**src/rtl/pic_pkg.sv**
```systemverilog
package pic_pkg;
    localparam int NSRC   = 15;
    localparam int VEC_W  = NSRC + 1;
    localparam int LVL_W  = $clog2(VEC_W);
    localparam int DATA_W = 32;
    localparam int ADDR_W = 4;
    localparam int TRAP_W = 8;
    localparam logic [TRAP_W-1:0] TRAP_BASE = 8'h10;

    typedef logic [VEC_W-1:0] vec_t;

    localparam vec_t SRC_MASK = ~vec_t'(1);

    typedef enum logic [ADDR_W-1:0] {
        OFF_PEND  = 4'd0,
        OFF_FORCE = 4'd1,
        OFF_CLEAR = 4'd2,
        OFF_MASK0 = 4'd4
    } reg_off_e;

    typedef struct packed {
        vec_t              pend;
        vec_t              frc;
        logic [DATA_W-1:0] rdata;
    } core_state_t;

    function automatic vec_t lvl_onehot(input logic [LVL_W-1:0] lvl);
        vec_t v;
        v = '0;
        v[lvl] = 1'b1;
        return v;
    endfunction
endpackage

```
**src/rtl/pic_edge_detect.sv**
```systemverilog
module pic_edge_detect
    import pic_pkg::*;
#(
    parameter int W = VEC_W
) (
    input  logic         clk,
    input  logic         rst_n,
    input  logic [W-1:0] req,
    output logic [W-1:0] rise
);
    logic [W-1:0] prev_d, prev_q;

    always_comb begin
        prev_d = req;
        rise   = req & ~prev_q;
    end

    always_ff @(posedge clk or negedge rst_n) begin
        if (!rst_n) prev_q <= '0;
        else        prev_q <= prev_d;
    end
endmodule

```
**src/rtl/pic_prio_enc.sv**
```systemverilog
module pic_prio_enc
    import pic_pkg::*;
#(
    parameter int W  = VEC_W,
    parameter int LW = LVL_W
) (
    input  logic [W-1:0]  active,
    output logic [LW-1:0] lvl
);
    // Ascending scan: the last hit (highest index) wins; index 0 is never a level.
    always_comb begin
        lvl = '0;
        for (int i = 1; i < W; i++) begin
            if (active[i]) lvl = LW'(i);
        end
    end
endmodule

```
**src/rtl/pic_core.sv**
```systemverilog
module pic_core
    import pic_pkg::*;
#(
    parameter int NUM_CPU = 2
) (
    input  logic                     clk,
    input  logic                     rst_n,
    input  vec_t                     irq_rise,
    input  logic                     bus_sel,
    input  logic                     bus_wr,
    input  logic [ADDR_W-1:0]        bus_addr,
    input  logic [DATA_W-1:0]        bus_wdata,
    input  logic [NUM_CPU-1:0]       cpu_ack,
    input  logic [NUM_CPU*LVL_W-1:0] cpu_ack_lvl,
    output vec_t                     pend,
    output vec_t                     frc,
    output logic [NUM_CPU*VEC_W-1:0] mask_flat,
    output logic [DATA_W-1:0]        rdata
);
    core_state_t st_d, st_q;
    logic [NUM_CPU-1:0][VEC_W-1:0] mask_d, mask_q;

    vec_t clr_v, setf_v, ack_pclr, ack_fclr;
    logic wr_en, rd_en;

    always_comb begin
        st_d     = st_q;
        mask_d   = mask_q;
        clr_v    = '0;
        setf_v   = '0;
        ack_pclr = '0;
        ack_fclr = '0;
        wr_en    = bus_sel && bus_wr;
        rd_en    = bus_sel && !bus_wr;

        // Acknowledge: forced state is consumed before pending state.
        for (int k = 0; k < NUM_CPU; k++) begin
            if (cpu_ack[k] && (cpu_ack_lvl[k*LVL_W +: LVL_W] != '0)) begin
                if ((st_q.frc & lvl_onehot(cpu_ack_lvl[k*LVL_W +: LVL_W])) != '0)
                    ack_fclr = ack_fclr | lvl_onehot(cpu_ack_lvl[k*LVL_W +: LVL_W]);
                else
                    ack_pclr = ack_pclr | lvl_onehot(cpu_ack_lvl[k*LVL_W +: LVL_W]);
            end
        end

        if (wr_en && (bus_addr == OFF_CLEAR)) clr_v  = bus_wdata[VEC_W-1:0];
        if (wr_en && (bus_addr == OFF_FORCE)) setf_v = bus_wdata[VEC_W-1:0];

        // Sets are applied after clears so a same-cycle set survives.
        st_d.pend = ((st_q.pend & ~clr_v & ~ack_pclr) | irq_rise) & SRC_MASK;
        st_d.frc  = ((st_q.frc  & ~clr_v & ~ack_fclr) | setf_v)   & SRC_MASK;

        for (int k = 0; k < NUM_CPU; k++) begin
            if (wr_en && (int'(bus_addr) == int'(OFF_MASK0) + k))
                mask_d[k] = bus_wdata[VEC_W-1:0] & SRC_MASK;
        end

        st_d.rdata = '0;
        if (rd_en) begin
            case (bus_addr)
                OFF_PEND:  st_d.rdata = DATA_W'(st_q.pend);
                OFF_FORCE: st_d.rdata = DATA_W'(st_q.frc);
                default:   st_d.rdata = '0;
            endcase
            for (int k = 0; k < NUM_CPU; k++) begin
                if (int'(bus_addr) == int'(OFF_MASK0) + k)
                    st_d.rdata = DATA_W'(mask_q[k]);
            end
        end
    end

    always_ff @(posedge clk or negedge rst_n) begin
        if (!rst_n) begin
            st_q   <= '0;
            mask_q <= '0;
        end else begin
            st_q   <= st_d;
            mask_q <= mask_d;
        end
    end

    assign pend      = st_q.pend;
    assign frc       = st_q.frc;
    assign mask_flat = mask_q;
    assign rdata     = st_q.rdata;
endmodule

```
**src/rtl/pic_top.sv**
```systemverilog
module pic_top
    import pic_pkg::*;
#(
    parameter int NUM_CPU = 2
) (
    input  logic                      clk,
    input  logic                      rst_n,
    input  logic [VEC_W-1:0]          irq_req,
    input  logic                      bus_sel,
    input  logic                      bus_wr,
    input  logic [ADDR_W-1:0]         bus_addr,
    input  logic [DATA_W-1:0]         bus_wdata,
    output logic [DATA_W-1:0]         bus_rdata,
    input  logic [NUM_CPU-1:0]        cpu_ack,
    input  logic [NUM_CPU*LVL_W-1:0]  cpu_ack_lvl,
    output logic [NUM_CPU*LVL_W-1:0]  cpu_lvl,
    output logic [NUM_CPU*TRAP_W-1:0] cpu_trap
);
    vec_t                     irq_rise;
    vec_t                     pend, frc;
    logic [NUM_CPU*VEC_W-1:0] mask_flat;

    pic_edge_detect #(.W(VEC_W)) edge_i (
        .clk   (clk),
        .rst_n (rst_n),
        .req   (irq_req),
        .rise  (irq_rise)
    );

    pic_core #(.NUM_CPU(NUM_CPU)) core_i (
        .clk         (clk),
        .rst_n       (rst_n),
        .irq_rise    (irq_rise),
        .bus_sel     (bus_sel),
        .bus_wr      (bus_wr),
        .bus_addr    (bus_addr),
        .bus_wdata   (bus_wdata),
        .cpu_ack     (cpu_ack),
        .cpu_ack_lvl (cpu_ack_lvl),
        .pend        (pend),
        .frc         (frc),
        .mask_flat   (mask_flat),
        .rdata       (bus_rdata)
    );

    for (genvar k = 0; k < NUM_CPU; k++) begin : g_cpu
        vec_t              active;
        logic [LVL_W-1:0]  lvl;

        assign active = (pend | frc) & mask_flat[k*VEC_W +: VEC_W];

        pic_prio_enc #(.W(VEC_W), .LW(LVL_W)) enc_i (
            .active (active),
            .lvl    (lvl)
        );

        assign cpu_lvl[k*LVL_W +: LVL_W]    = lvl;
        assign cpu_trap[k*TRAP_W +: TRAP_W] = (lvl == '0) ? '0 : (TRAP_BASE + TRAP_W'(lvl));
    end
endmodule

```
**config.mk**
```make
export PLATFORM = sky130hd
export DESIGN_NAME = pic_top
export DESIGN_NICKNAME = d
export VERILOG_FILES = /design/src/rtl/pic_pkg.sv /design/src/rtl/pic_edge_detect.sv /design/src/rtl/pic_prio_enc.sv /design/src/rtl/pic_core.sv /design/src/rtl/pic_top.sv
export SDC_FILE = /design/constraint.sdc
export NUM_CORES = 1
export LEC_CHECK = 0
export BUFFER_PORTS_ARGS = -buffer_cell sky130_fd_sc_hd__buf_2
export CORE_ASPECT_RATIO = 0.75
export CORE_UTILIZATION = 50
export DETAILED_ROUTE_END_ITERATION = 8
export GPL_ROUTABILITY_DRIVEN = 0
export HOLD_SLACK_MARGIN = 0.1
export PLACE_DENSITY = 0.76
export SLEW_MARGIN = 15
export SYNTH_ARGS = -nofsm -noshare
export SYNTH_HDL_FRONTEND = slang
export SYNTH_SLANG_ARGS = --single-unit
```
**constraint.sdc**
```tcl
create_clock -name clk -period 1.88 [get_ports clk]
set_input_delay 0 -clock clk [delete_from_list [all_inputs] [get_ports clk]]
set_output_delay 0 -clock clk [all_outputs]
set_load 0.02 [all_outputs]
```
==> reports/qor.csv, run 1 <==
stage;metric;value;unit
clock_network;tritoncts;yes;
die;ios;122;
worst_setup_path;crit_top_cell;o211ai_1;
grt;grt_pass1_wl;30300;microns
grt;grt_pass1_vias;5703;
final_layout;layout.cells.non_filler;936;
clock_network;cts-root-buf;clkbuf_16;
placed_design;dp_hpwl;13800;microns
placed_design;placedCellCount;863;
worst_setup_path;slowest_stage;or4b_4;
die;core_area;10500;sq um
power;power_leakage;0.00339;uW
die;die_x;124;microns
yosys;syn_area_per_cell;9.21;sq um
sta;hold_viol;0;
routing;dr_total_vias;6255;
final_layout;fill_cells;666;
worst_setup_path;cp_max_fo;5;
grt;grt_usage;35.4;%
power;power_switching;2700;uW
grt;grt_max_degree;56;
yosys;yosysTopAreaCell;dfrtp_1;
yosys;synth_common_cells;90 x dfrtp_1, 52 x nand2_1, 48 x nor2_1, 40 x nand3_1, 37 x mux2_2;
worst_setup_path;slowest_delay;0.51;ns
final_layout;layout.nets;862;
final_layout;drive_gt1_share;39.6;%
yosys;syn-cell-area;5550;sq um
power;power.share.clock;25.8;%
yosys;yosysSeqAreaShare;40.5;%
routing;routed_wl;21400;microns
clock_network;cts.sinks;90;
sta;post-route-period-util;119;%
placed_design;placed_cell_area;6440;sq um
status;status;complete, but fails checks;
final_layout;ff_latch_area;2260;sq um
worst_setup_path;crit_path_end_kind;output pin;
clock_network;clk_latency;0.35;ns
sta;setup_viol;38;
power;intPower;4820;uW
sta;drv_slew;0;
yosys;ys.flop_type;dfrtp_1;
clock_network;cts_buffer_depth;2;
final_layout;stdcell_area;7820;sq um
final_layout;final_util;74.3;%
min_path;min_path_type;in2reg;
yosys;yosysWarnings;0;
yosys;synthTopCellsByArea;dfrtp_1 41%, mux2_2 7.5%, nand3_1 3.6%, nand2_1 3.5%, buf_4 3.4%;
final_layout;area_growth;40.8;%
yosys;syn_inst;603;
clock_network;cts_made_buffers;9;
die;dieArea;11500;sq um
die;start_util;52.7;%
final_layout;diodes;0;
yosys;synth_cell_types;64;
routing;drt_first_iter_violations;1144;
routing;drtPass1Iterations;8;
placed_design;io_buffers;80;
yosys;ys_ff_latch;90;
sta;worst_slack;-0.358;ns
sta;period_minus_slack;2.24;ns
sta;fmax;447;MHz
sta;worstMarginPinSlew;0.662;ns
final_layout;multi_input_area;3380;sq um
run;maxCapViolCount;0;
worst_setup_path;criticalPathCategory;reg2out;
sta;relSlewSlack;55.9;%
worst_setup_path;critPathBufInv;1;
sta;fin_setup_tns;-5.54;ns
yosys;async_reset_ff_share;100;%
routing;viasPerCell;6.68;
worst_setup_path;critPathRequiredTime;1.88;ns
routing;wl_per_cell;22.8;microns
sta;rsz0062_at_grt;yes;
grt;antenna_found_initial;0;
power;switching_share;35.9;%
worst_setup_path;cp_top_family;compound AO/OA/AOI/OAI gates;
yosys;yosys.area.top_type_share;40.5;%
clock_network;cts.clk_slew.worst_paths;0.07;ns
worst_setup_path;arrival;2.24;ns
routing;drc;0;
yosys;synth_most_common_cell;dfrtp_1;
status;violations;setup timing;
die;die_h;93.3;microns
worst_setup_path;crit_path_start_kind;flip-flop;
sta;hold_slack;0.142;ns
routing;ant_nets;0;
grt;gr-total-overflow;0;
power;seqPwrFrac;32.9;%
clock_network;htree_num_levels;3;
sta;fin_skew;0.0142;ns
power;p_comb_share;41.3;%
yosys;synth_edf_count;0;
die;rows;32;
worst_setup_path;critical_path.cell_chain;o21a_1 -> o211ai_1 -> a31oi_1 -> o211ai_1 -> or4b_4 -> buf_6;
power;power_per_cell_area;962;nW/um^2
power;irDropWorstVdd;0.551;mV
[path summary, 6_finish.rpt]
check	start	to	slack, ns	cells after the start
max	core_i.frc[2]$_DFF_PN0_	cpu_trap[12]	-0.36	6
min	bus_addr[3]	core_i.rdata[3]$_DFF_PN0_	0.14	4
max reg2reg	core_i.frc[3]$_DFF_PN0_	core_i.pend[14]$_DFF_PN0_	-0.23	8
min reg2reg	edge_i.prev_q[3]$_DFF_PN0_	core_i.pend[3]$_DFF_PN0_	0.46	1
max in group asynchronous	rst_n	core_i.mask_flat[5]$_DFFE_PN0P_	0.99	3
min in group asynchronous	rst_n	core_i.rdata[2]$_DFF_PN0_	0.18	3
[area by class of cell]
cell class / instances / share of cell area [%]
flip-flops and latches: 90 / 28.9
inverters: 7 / 0.336
clock buffers: 11 / 2.98
multi-input cells: 473 / 43.2
clock inverters: 4 / 0.976
well taps: 136 / 2.18
repair buffers: 215 / 21.4
[power by group through the flow]
stage	Combinational, uW	Clock, uW	Sequential [uW]
floorplan	1290	0	2410
global placement	2190	0	2440
detailed placement	2250	0	2460
CTS	2610	1950	2440
global route	3230	2020	2500
finish	3110	1940	2470
[per-layer routing]
layer  vias up  share of wire, %  GRT usage (%)
met5         -                 0              0
met4         0               5.5           15.1
met3       163                15           10.4
met2       602                41           51.1
met1      2932                38           48.8
li1       2558                 -              -
[layout by cell type, fill, tap and decap left out, types with 4 or more instances in the layout]
master,Yosys,final
o21ai_0,35,11
nand2_1,52,51
a211oi_1,19,9
a21boi_0,9,9
dfrtp_1,90,85
a211oi_2,0,10
conb_1,1,23
a41o_1,13,13
nand2b_1,6,6
nand3_2,3,15
o211ai_1,9,9
nand3_1,40,27
inv_1,7,7
a21o_1,4,4
o21ai_2,0,18
dlygate4sd3_1,0,35
mux2i_1,8,4
a21oi_1,21,16
nor3_1,8,5
a21oi_2,0,5
nor4_1,9,9
buf_2,9,68
o21a_1,8,8
nand3b_1,6,6
nor2b_1,30,29
nand4_1,8,8
mux2_2,37,36
mux2i_4,0,4
dfrtp_2,0,5
nor2_1,48,48
a22oi_1,5,5
clkbuf_16,0,10
o21ai_1,2,8
buf_4,25,82
o22ai_1,10,7
and2_1,7,6
buf_6,6,26
and3_1,7,7
[flip-flops by register name (all words and copies together) (netlist names)]
name,flops
core_i.mask_flat,30
core_i.rdata,15
core_i.frc,15
edge_i.prev_q,15
core_i.pend,15
[cells by family after synthesis]
kind of cell / after synthesis / synth area share (%)
and+or+nand+nor: 251 / 23.9
AOI/OAI and AO/OA: 153 / 19.4
DFF: 90 / 40.5
buffers and inverters: 63 / 7.14
muxes: 45 / 8.94
other: 1 / 0.0675
[what timing repair did]
item	CTS	global route
setup buffers	9	12
endpoints found under the setup margin	37	45
resized for setup	77	78
pin swaps	22	41
hold buffers	35	0
cloned	2	3
endpoints found under the hold margin	157	0
[through the flow]
| stage | total power [uW] | worst slack [ns] |
|---|---|---|
| floorplan | 3700 | -0.00355 |
| global placement | 4630 | -0.104 |
| detailed placement | 4710 | -0.156 |
| CTS | 7000 | -0.316 |
| global route | 7750 | -0.466 |
| finish | 7520 | -0.358 |
[worst register-to-register path, cell delays in order, from the launching register on]
cell       delay, ns
dfrtp_1         0.40
buf_6           0.13
buf_6           0.11
mux2_4          0.27
a32oi_4         0.23
a2bb2oi_4       0.32
buf_8           0.19
nand3_2         0.09
a41o_1          0.26
(Power assumes the default switching activity.)
==> run 2: changes to the inputs <==
--- a/config.mk
+++ b/config.mk
@@ -5,13 +5,14 @@
 export SDC_FILE = /design/constraint.sdc
 export NUM_CORES = 1
 export LEC_CHECK = 0
+export ABC_AREA = 1
 export BUFFER_PORTS_ARGS = -buffer_cell sky130_fd_sc_hd__buf_2
 export CORE_ASPECT_RATIO = 0.75
-export CORE_UTILIZATION = 50
+export CORE_UTILIZATION = 35
 export DETAILED_ROUTE_END_ITERATION = 8
 export GPL_ROUTABILITY_DRIVEN = 0
 export HOLD_SLACK_MARGIN = 0.1
-export PLACE_DENSITY = 0.76
+export PLACE_DENSITY = 0.55
 export SLEW_MARGIN = 15
 export SYNTH_ARGS = -nofsm -noshare
 export SYNTH_HDL_FRONTEND = slang
==> constraint.sdc (replaced) <==
create_clock -name clk -period 2.6 [get_ports clk]
set_input_delay 0 -clock clk [delete_from_list [all_inputs] [get_ports clk]]
set_output_delay 0 -clock clk [all_outputs]
set_load 0.02 [all_outputs]
==> run 2 against run 1 <==
Against the previous run: the flow now finishes without violations; clock skew fell by 0.0071 ns; clock power fell by 24%; power fell by 39%; critical path type is now reg2reg; critical endpoint is now core_i.pend[3]$_DFF_PN0_; largest cell class unchanged.
==> reports/qor.csv, run 2 <==
stage;metric;value;unit
status;status;finished clean;
routing;viasPerCell;5.12;
grt;grt_pass1_vias;4975;
yosys;ys_ff_latch;90;
clock_network;tritoncts;yes;
final_layout;largest_reg_flops;30;
worst_setup_path;cp_max_fo;10;
power;finalPower;4590;uW
clock_network;htree_num_levels;3;
sta;hold_viol;0;
grt;grt_usage;24.0;%
clock_network;cts_buffer_depth;2;
power;power_leakage;0.00327;uW
sta;relSlewSlack;50.6;%
worst_setup_path;reg2reg_to;core_i.pend[3]$_DFF_PN0_;
clock_network;cts_made_buffers;9;
grt;grt_pass1_wl;27200;microns
clock_network;cts.sinks;90;
grt;antenna_found_initial;0;
yosys;yosysWarnings;0;
sta;period_minus_slack;2.45;ns
power;irDropWorstVdd;0.401;mV
die;die_x;143;microns
routing;highest_layer;met4;
sta;fin_skew;0.00703;ns
worst_setup_path;crit_path_end_kind;flip-flop;
routing;wl_met2;6950;microns
worst_setup_path;critPathRequiredTime;2.84;ns
routing;drt_first_iter_violations;523;
power;p_comb_share;28.5;%
power;power.share.clock;32.2;%
clock_network;clk_latency;0.35;ns
final_layout;fill_cells;1485;
yosys;synth_cell_types;36;
sta;fmax;408;MHz
sta;fin_setup_tns;0;ns
final_layout;area_growth;25.5;%
worst_setup_path;arrival;2.70;ns
die;rows;38;
worst_setup_path;reg2reg_depth;9;
routing;met1Wirelength;8500;microns
worst_setup_path;rrSetupSlack;0.15;ns
sta;drv_slew;0;
grt;grt_max_degree;47;
yosys;yosysSeqAreaShare;43.4;%
placed_design;placedCellCount;992;
yosys;syn_inst;716;
power;intPower;2900;uW
final_layout;layout.cells.non_filler;1047;
worst_setup_path;crit_path_start_kind;flip-flop;
routing;met3_length;1780;microns
routing;wl_per_cell;16.7;microns
power;power_switching;1690;uW
placed_design;io_buffers;80;
sta;worstMarginPinSlew;0.735;ns
die;ios;122;
yosys;syn_area_per_cell;7.25;sq um
worst_setup_path;criticalPathCategory;reg2reg;
worst_setup_path;r2r_start;core_i.frc[8]$_DFF_PN0_;
yosys;syn-cell-area;5190;sq um
yosys;synth_edf_count;0;
min_path;min_from;cpu_ack_lvl[6];
power;power_per_cell_area;705;nW/um^2
clock_network;postCtsSetupBuffers;0;
min_path;min_path_cells;5;
yosys;yosysTopAreaCell;dfrtp_1;
yosys;yosys.area.top_type_share;43.4;%
clock_network;cts-root-buf;clkbuf_16;
die;core_area;14500;sq um
die;die_h;107;microns
yosys;synth_most_common_cell;nand2_1;
yosys;ys.flop_type;dfrtp_1;
clock_network;cts-resized-gates;0;
clock_network;ctsHoldBuffers;39;
clock_network;cts.clk_slew.worst_paths;0.06;ns
grt;gr-total-overflow;0;
routing;routed_wl;17500;microns
final_layout;final_cell_mix;199 x nand2_1, 90 x dfrtp_1, 84 x o21ai_0;
power;seqPwrFrac;39.3;%
final_layout;diodes;0;
placed_design;dp_hpwl;13200;microns
final_layout;drive_gt1_share;17.1;%
routing;ant_nets;0;
sta;post-route-period-util;94.3;%
yosys;synthTopCellsByArea;dfrtp_1 43%, nand2_1 14%, o21ai_0 8.1%, inv_1 5.8%, nor2_1 4.6%;
routing;drc;0;
routing;drtPass1Iterations;5;
final_layout;stdcell_area;6510;sq um
placed_design;placed_cell_area;5790;sq um
min_path;min_to;core_i.frc[8]$_DFF_PN0_;
yosys;async_reset_ff_share;100;%
final_layout;layout.nets;908;
sta;rsz0062_at_grt;no;
routing;dr_total_vias;5365;
sta;setup_viol;0;
run;maxCapViolCount;0;
yosys;synth_common_cells;199 x nand2_1, 90 x dfrtp_1, 84 x o21ai_0, 80 x inv_1, 64 x nor2_1;
die;start_util;35.9;%
min_path;min_path_type;in2reg;
final_layout;layout_commonest_cell;nand2_1;
die;dieArea;15300;sq um
power;switching_share;36.8;%
run 2: cell count changes in the layout (fill, tap and decap cells not counted), moves of 16 or more:
cell	before	now
a21oi_1	16	34
buf_4	82	14
buf_6	26	0
inv_1	7	80
mux2_2	36	0
nand2_1	51	199
nor2_1	48	64
nor2b_1	29	0
o21ai_0	11	84
o21ai_2	18	1
run 2: layer usage:
layer | track usage [%] | up-vias
met5 | 0 | -
li1 | - | 2545
met3 | 5.43 | 24
met4 | 6.07 | 0
met2 | 34.1 | 264
met1 | 36.1 | 2532
run 2: power groups by stage:
stage | registers, uW | clock network, uW | logic [uW]
detailed placement | 1820 | 0 | 1240
global route | 1830 | 1560 | 1450
global placement | 1810 | 0 | 1220
floorplan | 1730 | 0 | 858
CTS | 1800 | 1500 | 1300
finish | 1810 | 1480 | 1310
run 2: worst max-delay path by stage:
| stage | startpoint | to | slack, ns |
|---|---|---|---|
| global route | core_i.frc[15]$_DFF_PN0_ | cpu_trap[12] | 0.02 |
| detailed placement | bus_addr[0] | core_i.frc[10]$_DFF_PN0_ | 0.64 |
| CTS | core_i.frc[8]$_DFF_PN0_ | core_i.pend[3]$_DFF_PN0_ | 0.17 |
| finish | core_i.frc[8]$_DFF_PN0_ | core_i.pend[3]$_DFF_PN0_ | 0.15 |
| global placement | bus_addr[0] | core_i.frc[11]$_DFF_PN0_ | 0.69 |
| floorplan | core_i.frc[15]$_DFF_PN0_ | cpu_trap[4] | 0.97 |
run 2: layout make-up:
type	count	area (sq um)	area share, %
clock buffers	10	239	3.67
clock inverters	6	95.1	1.46
inverters	87	332	5.09
well taps	200	250	3.84
flip-flops and latches	90	2250	34.6
repair buffers	132	891	13.7
multi-input cells	522	2450	37.7
run 2: worst max-delay path: stages, from the launching register on:
cell           delay (ns)
dfrtp_1              0.46
inv_1                0.14
nor2_2               0.08
nor4_4               0.69
nand2_4              0.11
clkinv_4             0.13
nand2_2              0.06
o211ai_2             0.05
dlygate4sd3_1        0.58
nand2_2              0.04
run 2: through the flow:
stage	worst slack [ns]	utilization, %	hold WS (ns)
2_1_floorplan	0.967	-	-0.296
5_1_grt	0.0215	45.1	0.159
4_1_cts	0.168	45.1	0.102
6_report	0.148	45.1	0.116
3_5_place_dp	0.640	40.0	0.0568
3_3_place_gp	0.694	40.0	0.0479
run 2: cells by family (layout without fill, tap and decap cells):
family / count (synthesis) / in the layout / synth area share (%)
AOI/OAI and AO/OA: 154 / 154 / 16.3
buffers and inverters: 126 / 235 / 10.9
DFF: 90 / 90 / 43.4
other: 1 / 23 / 0.0723
and+or+nand+nor: 345 / 345 / 29.3
